**config.mk**
```make
export PLATFORM = sky130hd
export DESIGN_NAME = gpio_regblock
export DESIGN_NICKNAME = d
export VERILOG_FILES = /design/src/rtl/gpio_pkg.sv /design/src/rtl/gpio_addr_dec.sv /design/src/rtl/gpio_bitreg.sv /design/src/rtl/gpio_in_sync.sv /design/src/rtl/gpio_pad_map.sv /design/src/rtl/gpio_regblock.sv
export SDC_FILE = /design/constraint.sdc
export NUM_CORES = 1
export LEC_CHECK = 0
export ABC_CLOCK_PERIOD_IN_PS = 7400
export BUFFER_PORTS_ARGS = -buffer_cell sky130_fd_sc_hd__buf_2
export CAP_MARGIN = 5
export CELL_PAD_IN_SITES_DETAIL_PLACEMENT = 1
export CELL_PAD_IN_SITES_GLOBAL_PLACEMENT = 1
export CORE_ASPECT_RATIO = 1.1
export CORE_MARGIN = 1.5
export CORE_UTILIZATION = 41
export DETAILED_ROUTE_END_ITERATION = 12
export PLACE_DENSITY = 0.79
export SYNTH_ARGS = -nofsm -noshare
export SYNTH_HDL_FRONTEND = slang
export SYNTH_SLANG_ARGS = --single-unit
export TNS_END_PERCENT = 5
```
**constraint.sdc**
```tcl
create_clock -name clk -period 7.4 [get_ports clk]
set_input_delay 0.74 -clock clk [delete_from_list [all_inputs] [get_ports clk]]
set_output_delay 0.74 -clock clk [all_outputs]
set_load 0.05 [all_outputs]
```
**src/rtl/gpio_pkg.sv**
```systemverilog
package gpio_pkg;
  // Register offsets (byte addresses)
  localparam logic [7:0] OFS_DATA  = 8'h00;
  localparam logic [7:0] OFS_DSET  = 8'h04;
  localparam logic [7:0] OFS_DCLR  = 8'h08;
  localparam logic [7:0] OFS_PDIS  = 8'h0C;
  localparam logic [7:0] OFS_DIR   = 8'h10;
  localparam logic [7:0] OFS_DIRS  = 8'h14;
  localparam logic [7:0] OFS_DIRC  = 8'h18;
  localparam logic [7:0] OFS_ALTA  = 8'h20;
  localparam logic [7:0] OFS_ALTB  = 8'h24;

  typedef enum logic [3:0] {
    SEL_NONE, SEL_DATA, SEL_DSET, SEL_DCLR, SEL_PDIS,
    SEL_DIR, SEL_DIRS, SEL_DIRC, SEL_ALTA, SEL_ALTB
  } reg_sel_e;
endpackage

```
**src/rtl/gpio_addr_dec.sv**
```systemverilog
module gpio_addr_dec
  import gpio_pkg::*;
#(
  parameter int AW = 8
) (
  input  logic [AW-1:0] addr,
  output reg_sel_e      sel
);
  always_comb begin
    sel = SEL_NONE;
    if      (addr == AW'(OFS_DATA)) sel = SEL_DATA;
    else if (addr == AW'(OFS_DSET)) sel = SEL_DSET;
    else if (addr == AW'(OFS_DCLR)) sel = SEL_DCLR;
    else if (addr == AW'(OFS_PDIS)) sel = SEL_PDIS;
    else if (addr == AW'(OFS_DIR))  sel = SEL_DIR;
    else if (addr == AW'(OFS_DIRS)) sel = SEL_DIRS;
    else if (addr == AW'(OFS_DIRC)) sel = SEL_DIRC;
    else if (addr == AW'(OFS_ALTA)) sel = SEL_ALTA;
    else if (addr == AW'(OFS_ALTB)) sel = SEL_ALTB;
  end
endmodule

```
**src/rtl/gpio_bitreg.sv**
```systemverilog
// Register with load, bitwise set and bitwise clear strobes.
module gpio_bitreg #(
  parameter int W = 32
) (
  input  logic         clk,
  input  logic         rst_n,
  input  logic         ld,
  input  logic         set,
  input  logic         clr,
  input  logic [W-1:0] wdata,
  output logic [W-1:0] q
);
  logic [W-1:0] q_nxt;
  logic         q_en;

  always_comb begin
    q_en  = ld | set | clr;
    q_nxt = q;
    if (ld)  q_nxt = wdata;
    if (set) q_nxt = q | wdata;
    if (clr) q_nxt = q & ~wdata;
  end

  always_ff @(posedge clk or negedge rst_n) begin
    if (!rst_n)    q <= '0;
    else if (q_en) q <= q_nxt;
  end
endmodule

```
**src/rtl/gpio_in_sync.sv**
```systemverilog
module gpio_in_sync #(
  parameter int W      = 32,
  parameter int STAGES = 2
) (
  input  logic         clk,
  input  logic         rst_n,
  input  logic [W-1:0] din,
  output logic [W-1:0] dout
);
  logic [STAGES-1:0][W-1:0] stg_q;
  logic [STAGES-1:0][W-1:0] stg_nxt;

  always_comb begin
    stg_nxt[0] = din;
    for (int s = 1; s < STAGES; s++) stg_nxt[s] = stg_q[s-1];
  end

  always_ff @(posedge clk or negedge rst_n) begin
    if (!rst_n) stg_q <= '0;
    else        stg_q <= stg_nxt;
  end

  assign dout = stg_q[STAGES-1];
endmodule

```
**src/rtl/gpio_pad_map.sv**
```systemverilog
module gpio_pad_map #(
  parameter int N = 32
) (
  input  logic [N-1:0]   dat,
  input  logic [N-1:0]   dir,
  input  logic [N-1:0]   pdis,
  input  logic [N-1:0]   alta,
  input  logic [N-1:0]   altb,
  output logic [N-1:0]   pin_oe,
  output logic [N-1:0]   pin_out,
  output logic [N-1:0]   pull_en,
  output logic [N-1:0]   pull_up,
  output logic [2*N-1:0] func_sel
);
  for (genvar n = 0; n < N; n++) begin : g_pin
    assign pin_oe[n]        = dir[n];
    assign pin_out[n]       = dat[n];
    assign pull_en[n]       = ~pdis[n] & ~dir[n];
    assign pull_up[n]       = dat[n];
    assign func_sel[2*n+:2] = {altb[n], alta[n]};
  end
endmodule

```
**src/rtl/gpio_regblock.sv**
```systemverilog
module gpio_regblock
  import gpio_pkg::*;
#(
  parameter int NPINS       = 32,
  parameter int AW          = 8,
  parameter int SYNC_STAGES = 2
) (
  input  logic               clk,
  input  logic               rst_n,
  input  logic               bus_wr,
  input  logic               bus_rd,
  input  logic [AW-1:0]      bus_addr,
  input  logic [NPINS-1:0]   bus_wdata,
  output logic [NPINS-1:0]   bus_rdata,
  input  logic [NPINS-1:0]   pin_in,
  output logic [NPINS-1:0]   pin_oe,
  output logic [NPINS-1:0]   pin_out,
  output logic [NPINS-1:0]   pull_en,
  output logic [NPINS-1:0]   pull_up,
  output logic [2*NPINS-1:0] func_sel
);
  localparam int DW = NPINS;

  // Reset: asserted asynchronously, released synchronously
  logic [1:0] rst_pipe_q;
  logic       rst_q_n;
  always_ff @(posedge clk or negedge rst_n) begin
    if (!rst_n) rst_pipe_q <= 2'b00;
    else        rst_pipe_q <= {rst_pipe_q[0], 1'b1};
  end
  assign rst_q_n = rst_pipe_q[1];

  reg_sel_e sel;
  gpio_addr_dec #(.AW(AW)) u_dec (.addr(bus_addr), .sel(sel));

  logic [DW-1:0] dat_q, dir_q, pdis_q, alta_q, altb_q, sync_q;

  gpio_bitreg #(.W(DW)) u_dat (
    .clk(clk), .rst_n(rst_q_n),
    .ld (bus_wr && sel == SEL_DATA),
    .set(bus_wr && sel == SEL_DSET),
    .clr(bus_wr && sel == SEL_DCLR),
    .wdata(bus_wdata), .q(dat_q));

  gpio_bitreg #(.W(DW)) u_dir (
    .clk(clk), .rst_n(rst_q_n),
    .ld (bus_wr && sel == SEL_DIR),
    .set(bus_wr && sel == SEL_DIRS),
    .clr(bus_wr && sel == SEL_DIRC),
    .wdata(bus_wdata), .q(dir_q));

  gpio_bitreg #(.W(DW)) u_pdis (
    .clk(clk), .rst_n(rst_q_n),
    .ld(bus_wr && sel == SEL_PDIS), .set(1'b0), .clr(1'b0),
    .wdata(bus_wdata), .q(pdis_q));

  gpio_bitreg #(.W(DW)) u_alta (
    .clk(clk), .rst_n(rst_q_n),
    .ld(bus_wr && sel == SEL_ALTA), .set(1'b0), .clr(1'b0),
    .wdata(bus_wdata), .q(alta_q));

  gpio_bitreg #(.W(DW)) u_altb (
    .clk(clk), .rst_n(rst_q_n),
    .ld(bus_wr && sel == SEL_ALTB), .set(1'b0), .clr(1'b0),
    .wdata(bus_wdata), .q(altb_q));

  gpio_in_sync #(.W(DW), .STAGES(SYNC_STAGES)) u_sync (
    .clk(clk), .rst_n(rst_q_n), .din(pin_in), .dout(sync_q));

  gpio_pad_map #(.N(NPINS)) u_pads (
    .dat(dat_q), .dir(dir_q), .pdis(pdis_q), .alta(alta_q), .altb(altb_q),
    .pin_oe(pin_oe), .pin_out(pin_out), .pull_en(pull_en),
    .pull_up(pull_up), .func_sel(func_sel));

  // Read path
  logic [DW-1:0] rd_mux;
  always_comb begin
    unique case (sel)
      SEL_DATA:           rd_mux = sync_q;
      SEL_DSET, SEL_DCLR: rd_mux = dat_q;
      SEL_PDIS:           rd_mux = pdis_q;
      SEL_DIR, SEL_DIRS,
      SEL_DIRC:           rd_mux = dir_q;
      SEL_ALTA:           rd_mux = alta_q;
      SEL_ALTB:           rd_mux = altb_q;
      default:            rd_mux = '0;
    endcase
  end
  assign bus_rdata = bus_rd ? rd_mux : '0;
endmodule

```
[Yosys cells after proc, flatten, opt, wreduce, memory -nomap -nowiden]
Cells that the tools add are included.
Operators by class
  eq/ne operators: 17
  muxes and demuxes: 17
  bitwise gates (word level): 105
  reduce and logical (&&, ||, !) cells: 16
Operator list (count)
  $mux 32: 7
  $pmux 32 s6: 1
  $and 32x32->32: 2
  $not 1->1: 64
  $or 32x32->32: 2
  $mux 4: 9
  $and 1x1->1: 32
  $not 32->32: 1
  $eq 8x5->1 const B: 3
  $eq 4x3->1 const B: 4
  $eq 8x4->1 const B: 2
  $eq 8x6->1 const B: 2
  $logic_and 1x1->1: 9
  $eq 4x2->1 const B: 2
  $eq 4x4->1 const B: 2
  $eq 8x3->1 const B: 1
  $logic_not 8->1: 1
  $reduce_bool 3->1: 2
  $eq 4x1->1 const B: 1
  $or 1x1->1: 4
  $reduce_and 2->1: 2
  $reduce_or 3->1: 1
  $reduce_or 2->1: 1
Storage, ports and cells
  register bits: 226
  input bits: 76
  output and inout port bits: 224
  word-level logic and storage cells: 163

[Logic depth before layout (Yosys ltp)]
  depth in word-level cells: 15
  mapped depth: 7
  gate-level depth less buffers: 4

[Modules after synthesis]
Synthesis repeated with hierarchy kept, for this count alone.
Unflattened totals
  cell total of the unflattened synthesis: 1560
  area, all modules: 14845.5 sq um
By module, submodules not included
  gpio_bitreg: instances 5, cells an instance 207, area an instance 1970.6 sq um, seq. area each 800.8 sq um
  gpio_regblock: instances 1, cells an instance 259, area an instance 1981.9 sq um, seq. area each 50.0 sq um
  gpio_in_sync: instances 1, cells an instance 64, area an instance 1601.5 sq um, seq. area each 1601.5 sq um
  gpio_pad_map: instances 1, cells an instance 192, area an instance 1321.3 sq um, seq. area each 0.0 sq um
  gpio_addr_dec: instances 1, cells an instance 10, area an instance 87.6 sq um, seq. area each 0.0 sq um

[Least setup slack after synthesis]
No wires, ideal clock.
  path type: input to output
  start: in bus_addr[1]
  end: out bus_rdata[29]
  arrival time: 2.711 ns
  data required time: 6.660 ns
  slack: 3.949 ns
  stages on the path: 5
  buffers on the path: 1
  cells stage by stage: or4_4 > a311oi_1 > buf_2 > nand3_1 > a21oi_1
On the way
  longest elaborated chain between the ends: 14
  elaborated cells on any way between the ends: 31
  classes of those cells: eq/ne: 17; mux: 11; reduce/logical: 3
Ends and longest elaborated chain
  from (decl): RTL line gpio_regblock.sv:12  | input logic [AW-1:0] bus_addr,
  $eq 8x6->1: RTL line gpio_addr_dec.sv:19  | else if (addr == AW'(OFS_ALTB)) sel = SEL_ALTB;
  $mux 4: RTL line gpio_addr_dec.sv:19
  $mux 4: RTL line gpio_addr_dec.sv:18  | else if (addr == AW'(OFS_ALTA)) sel = SEL_ALTA;
  $mux 4: RTL line gpio_addr_dec.sv:17  | else if (addr == AW'(OFS_DIRC)) sel = SEL_DIRC;
  $mux 4: RTL line gpio_addr_dec.sv:16  | else if (addr == AW'(OFS_DIRS)) sel = SEL_DIRS;
  $mux 4: RTL line gpio_addr_dec.sv:15  | else if (addr == AW'(OFS_DIR)) sel = SEL_DIR;
  $mux 4: RTL line gpio_addr_dec.sv:14  | else if (addr == AW'(OFS_PDIS)) sel = SEL_PDIS;
  $mux 4: RTL line gpio_addr_dec.sv:13  | else if (addr == AW'(OFS_DCLR)) sel = SEL_DCLR;
  $mux 4: RTL line gpio_addr_dec.sv:12  | else if (addr == AW'(OFS_DSET)) sel = SEL_DSET;
  $mux 4 (*): RTL line gpio_addr_dec.sv:11  | if (addr == AW'(OFS_DATA)) sel = SEL_DATA;
  $eq 4x3->1 / $eq 4x2->1 (equally long branches): RTL line gpio_regblock.sv:78  | unique case (sel)
  $reduce_or 3->1 / $reduce_or 2->1 (equally long branches): RTL line gpio_regblock.sv:78
  $pmux 32 s6 (*): RTL line gpio_regblock.sv:78
  $mux 32 (*): RTL line gpio_regblock.sv:89  | assign bus_rdata = bus_rd ? rd_mux : '0;
  to (decl): RTL line gpio_regblock.sv:14  | output logic [NPINS-1:0] bus_rdata,
Every way passes the cells marked *; elsewhere a longest branch is shown, timed or not.

[Worst setup path after layout]
  start: in bus_addr[4]
  end: out bus_rdata[0]
The elaborated chain is that of the path after synthesis.

==> results.yml <==
run_status:
  outcome: "finished, final reports clean"
yosys:
  synthesis.area_sq_um: 10600
  avgSynthCellArea_sq_um: 11.2
  yosys.area.top_type: "dfrtp_1"
  synthTopCellsByArea: "dfrtp_1 (53%), mux2_2 (10%), mux2i_1 (5.8%)"
  syn-num-nets: 1025
  synth_edf_count: 0
  synth_seq_cells: 226
  synth_cells: 949
  ys.flop_type: "dfrtp_1"
  yosys.cell_types.count: 39
  synth.most_common_cell: "dfrtp_1"
  yosysWarnings: 0
  synth_seq_area_share_pct: 53.2
  synthTopCellsByCount: "dfrtp_1 (226), nand2_1 (127), mux2_2 (94)"
  async_reset_ff_share_pct: 100
  synth_top_area_share_pct: 53.2
route:
  wl_per_cell_um: 22.4
  drt-initial-drc-count: 341
  vias: 8491
  ant_nets: 0
  viasPerCell: 5.46
  drtPass1Iterations: 5
  drc: 0
  wl_um: 34900
sta:
  grt_setup_unrepaired: "no"
  min_period_ns: 4.61
  worst_pin_slew_ns: 1.15
  relSlewSlack_pct: 22.7
  fin_tns_setup_ns: 0
  skew_ns: 0.00855
  finalSetupViolCount: 0
  slew_viol_final: 0
  fmax_mhz: 217
  hold_viol: 0
  fin_crit_sh_pct: 62.3
power_and_ir_drop:
  p_per_area_nw_per_um2: 255
  peakVddDrop_mv: 0.165
  leakage_nw: 6.82
clocking:
  clockBufferDepth: 3
  numCtsBuffers: 26
  cts.sinks: 226
  cts_resized: 0
  clock_latency_ns: 0.53
  cts_tree: "yes"
  root_buffer: "clkbuf_16"
  clkTransAtPathRegs_ns: 0.06
  htree_levels: 1
setup_path:
  cp_cell_sequence: "buf_2 > nor2_4 > and3_2 > nand2_1 > a31oi_1 > buf_2"
  startpoint_type: "input pin"
  worstSetupPathType: "input pin to output pin"
  cp-end-kind: "output pin"
  cp_max_fo: 39
  cp_slowest_stage_delay_ns: 1.00
  cp_common_cell: "buf_2"
  critPathRequiredTime_ns: 6.66
  cpMaxStageDelayCell: "nor2_4"
  cp.arrival_ns: 3.87
layout:
  diodes: 0
  drive_gt1_share_pct: 40.3
  fin_util_pct: 51.4
  final_area_sq_um: 13000
  fillers: 2847
  final_nets: 1270
  syn_to_final_growth_pct: 22.5
placed_design:
  dp_hpwl_um: 22300
  routabilityCongestion: 0.767
  placed_cell_area_sq_um: 12100
  port_buffers: 299
min_path:
  holdCritPathClass: "input pin to register"
global_route:
  antenna_found_initial: 1
  grt_pass1_vias: 9038
  grt_first_pass_wirelength_um: 53000
  overflow: 0
  grt_use_total_pct: 26.0
  grt_max_degree: 79
floorplan:
  rows: 61
  num_io_pins: 300
  die_x_um: 157
  die_area_sq_um: 26900
  core_area_sq_um: 25300
  start_util_pct: 41.9
  fp.dieH_um: 172
flow_run:
  maxCapViolCount: 0
==> power breakdown <==
group	internal [mW]	total, mW	switching (mW)
combinational	0.158	0.618	0.460
sequential	1.31	1.38	0.0740
clock	0.814	1.32	0.504
==> layout by cell type, fill, tap and decap left out, types with 5 or more instances in the layout <==
| master | count |
|---|---|
| a21oi_1 | 60 |
| mux2_2 | 94 |
| dfrtp_1 | 225 |
| buf_2 | 298 |
| nor2_1 | 65 |
| o21ai_0 | 60 |
| a22o_1 | 33 |
| clkbuf_1 | 5 |
| mux2i_1 | 62 |
| clkbuf_16 | 27 |
| buf_4 | 11 |
| nand2_1 | 127 |
| clkbuf_8 | 5 |
| nor2b_1 | 31 |
| nand3_1 | 30 |
| mux2_4 | 30 |
| mux2_1 | 6 |
==> layer usage <==
| layer | share of wire [%] | GRT usage, % | up-vias |
|---|---|---|---|
| li1 | - | - | 3752 |
| met5 | 0.037 | 0 | - |
| met3 | 5.1 | 4.16 | 67 |
| met4 | 2.3 | 7.29 | 2 |
| met1 | 42 | 32.5 | 4398 |
| met2 | 51 | 46.3 | 272 |
==> critical path, delay by kind of cell <==
family,cells,cell delay [ns]
AND/OR/NAND/NOR,3,2.05
AO/OA/AOI/OAI,1,0.31
buffers and inverters,2,0.74
==> stage by stage <==
stage / total power [mW] / worst slack (ns) / hold WS, ns / instances
floorplan: 1.85 / 0.636 / 0.331 / 949
global placement: 2.01 / 2.59 / 0.332 / 1511
detailed placement: 2.02 / 2.40 / 0.336 / 1511
CTS: 3.35 / 2.71 / 0.292 / 1556
global route: 3.44 / 2.60 / 0.296 / 1556
finish: 3.32 / 2.79 / 0.312 / 1556
==> final timing paths <==
kind                       cells after the start  slack, ns                           end                          from
setup reg to reg                               2       5.24      u_alta.q[21]$_DFFE_PN0P_       rst_pipe_q[1]$_DFF_PN0_
hold / removal                                 1       0.31  u_sync.stg_nxt[60]$_DFF_PN0_                    pin_in[28]
setup / recovery                               6       2.79                  bus_rdata[0]                   bus_addr[4]
min in group asynchronous                      0       0.37      u_sync.dout[8]$_DFF_PN0_       rst_pipe_q[1]$_DFF_PN0_
max in group asynchronous                      2       5.24      u_alta.q[21]$_DFFE_PN0P_       rst_pipe_q[1]$_DFF_PN0_
hold reg to reg                                0       0.35     u_sync.dout[17]$_DFF_PN0_  u_sync.stg_nxt[49]$_DFF_PN0_
==> sequential cells by signal, indices dropped and copies added, names as in the netlist <==
name            flops
u_sync.stg_nxt     32
u_pdis.q           32
u_dat.q            32
u_altb.q           32
rst_pipe_q          2
u_sync.dout        32
u_dir.q            32
u_alta.q           32
==> cell families after synthesis <==
family | synth area share, %
mux | 20.7
buf+inv | 5.32
simple gates | 11.5
other cells | 0.0353
flops | 53.2
compound gates | 9.15
xor+xnor | 0.0824
==> final cells by class <==
class	count	area [sq um]	share of cell area (%)
Clock buffer	37	763	5.86
Clock inverter	7	110	0.846
Multi-Input combinational cell	629	4460	34.3
Sequential cell	226	5660	43.5
Tap cell	346	433	3.32
Timing Repair Buffer	311	1600	12.3
==> repair_timing <==
item	4_1_cts	5_1_grt
hold endpoints to repair	2	0
buffers inserted	0	0
hold buffers	1	0
Note: power is estimated with default switching activity, not from simulation.
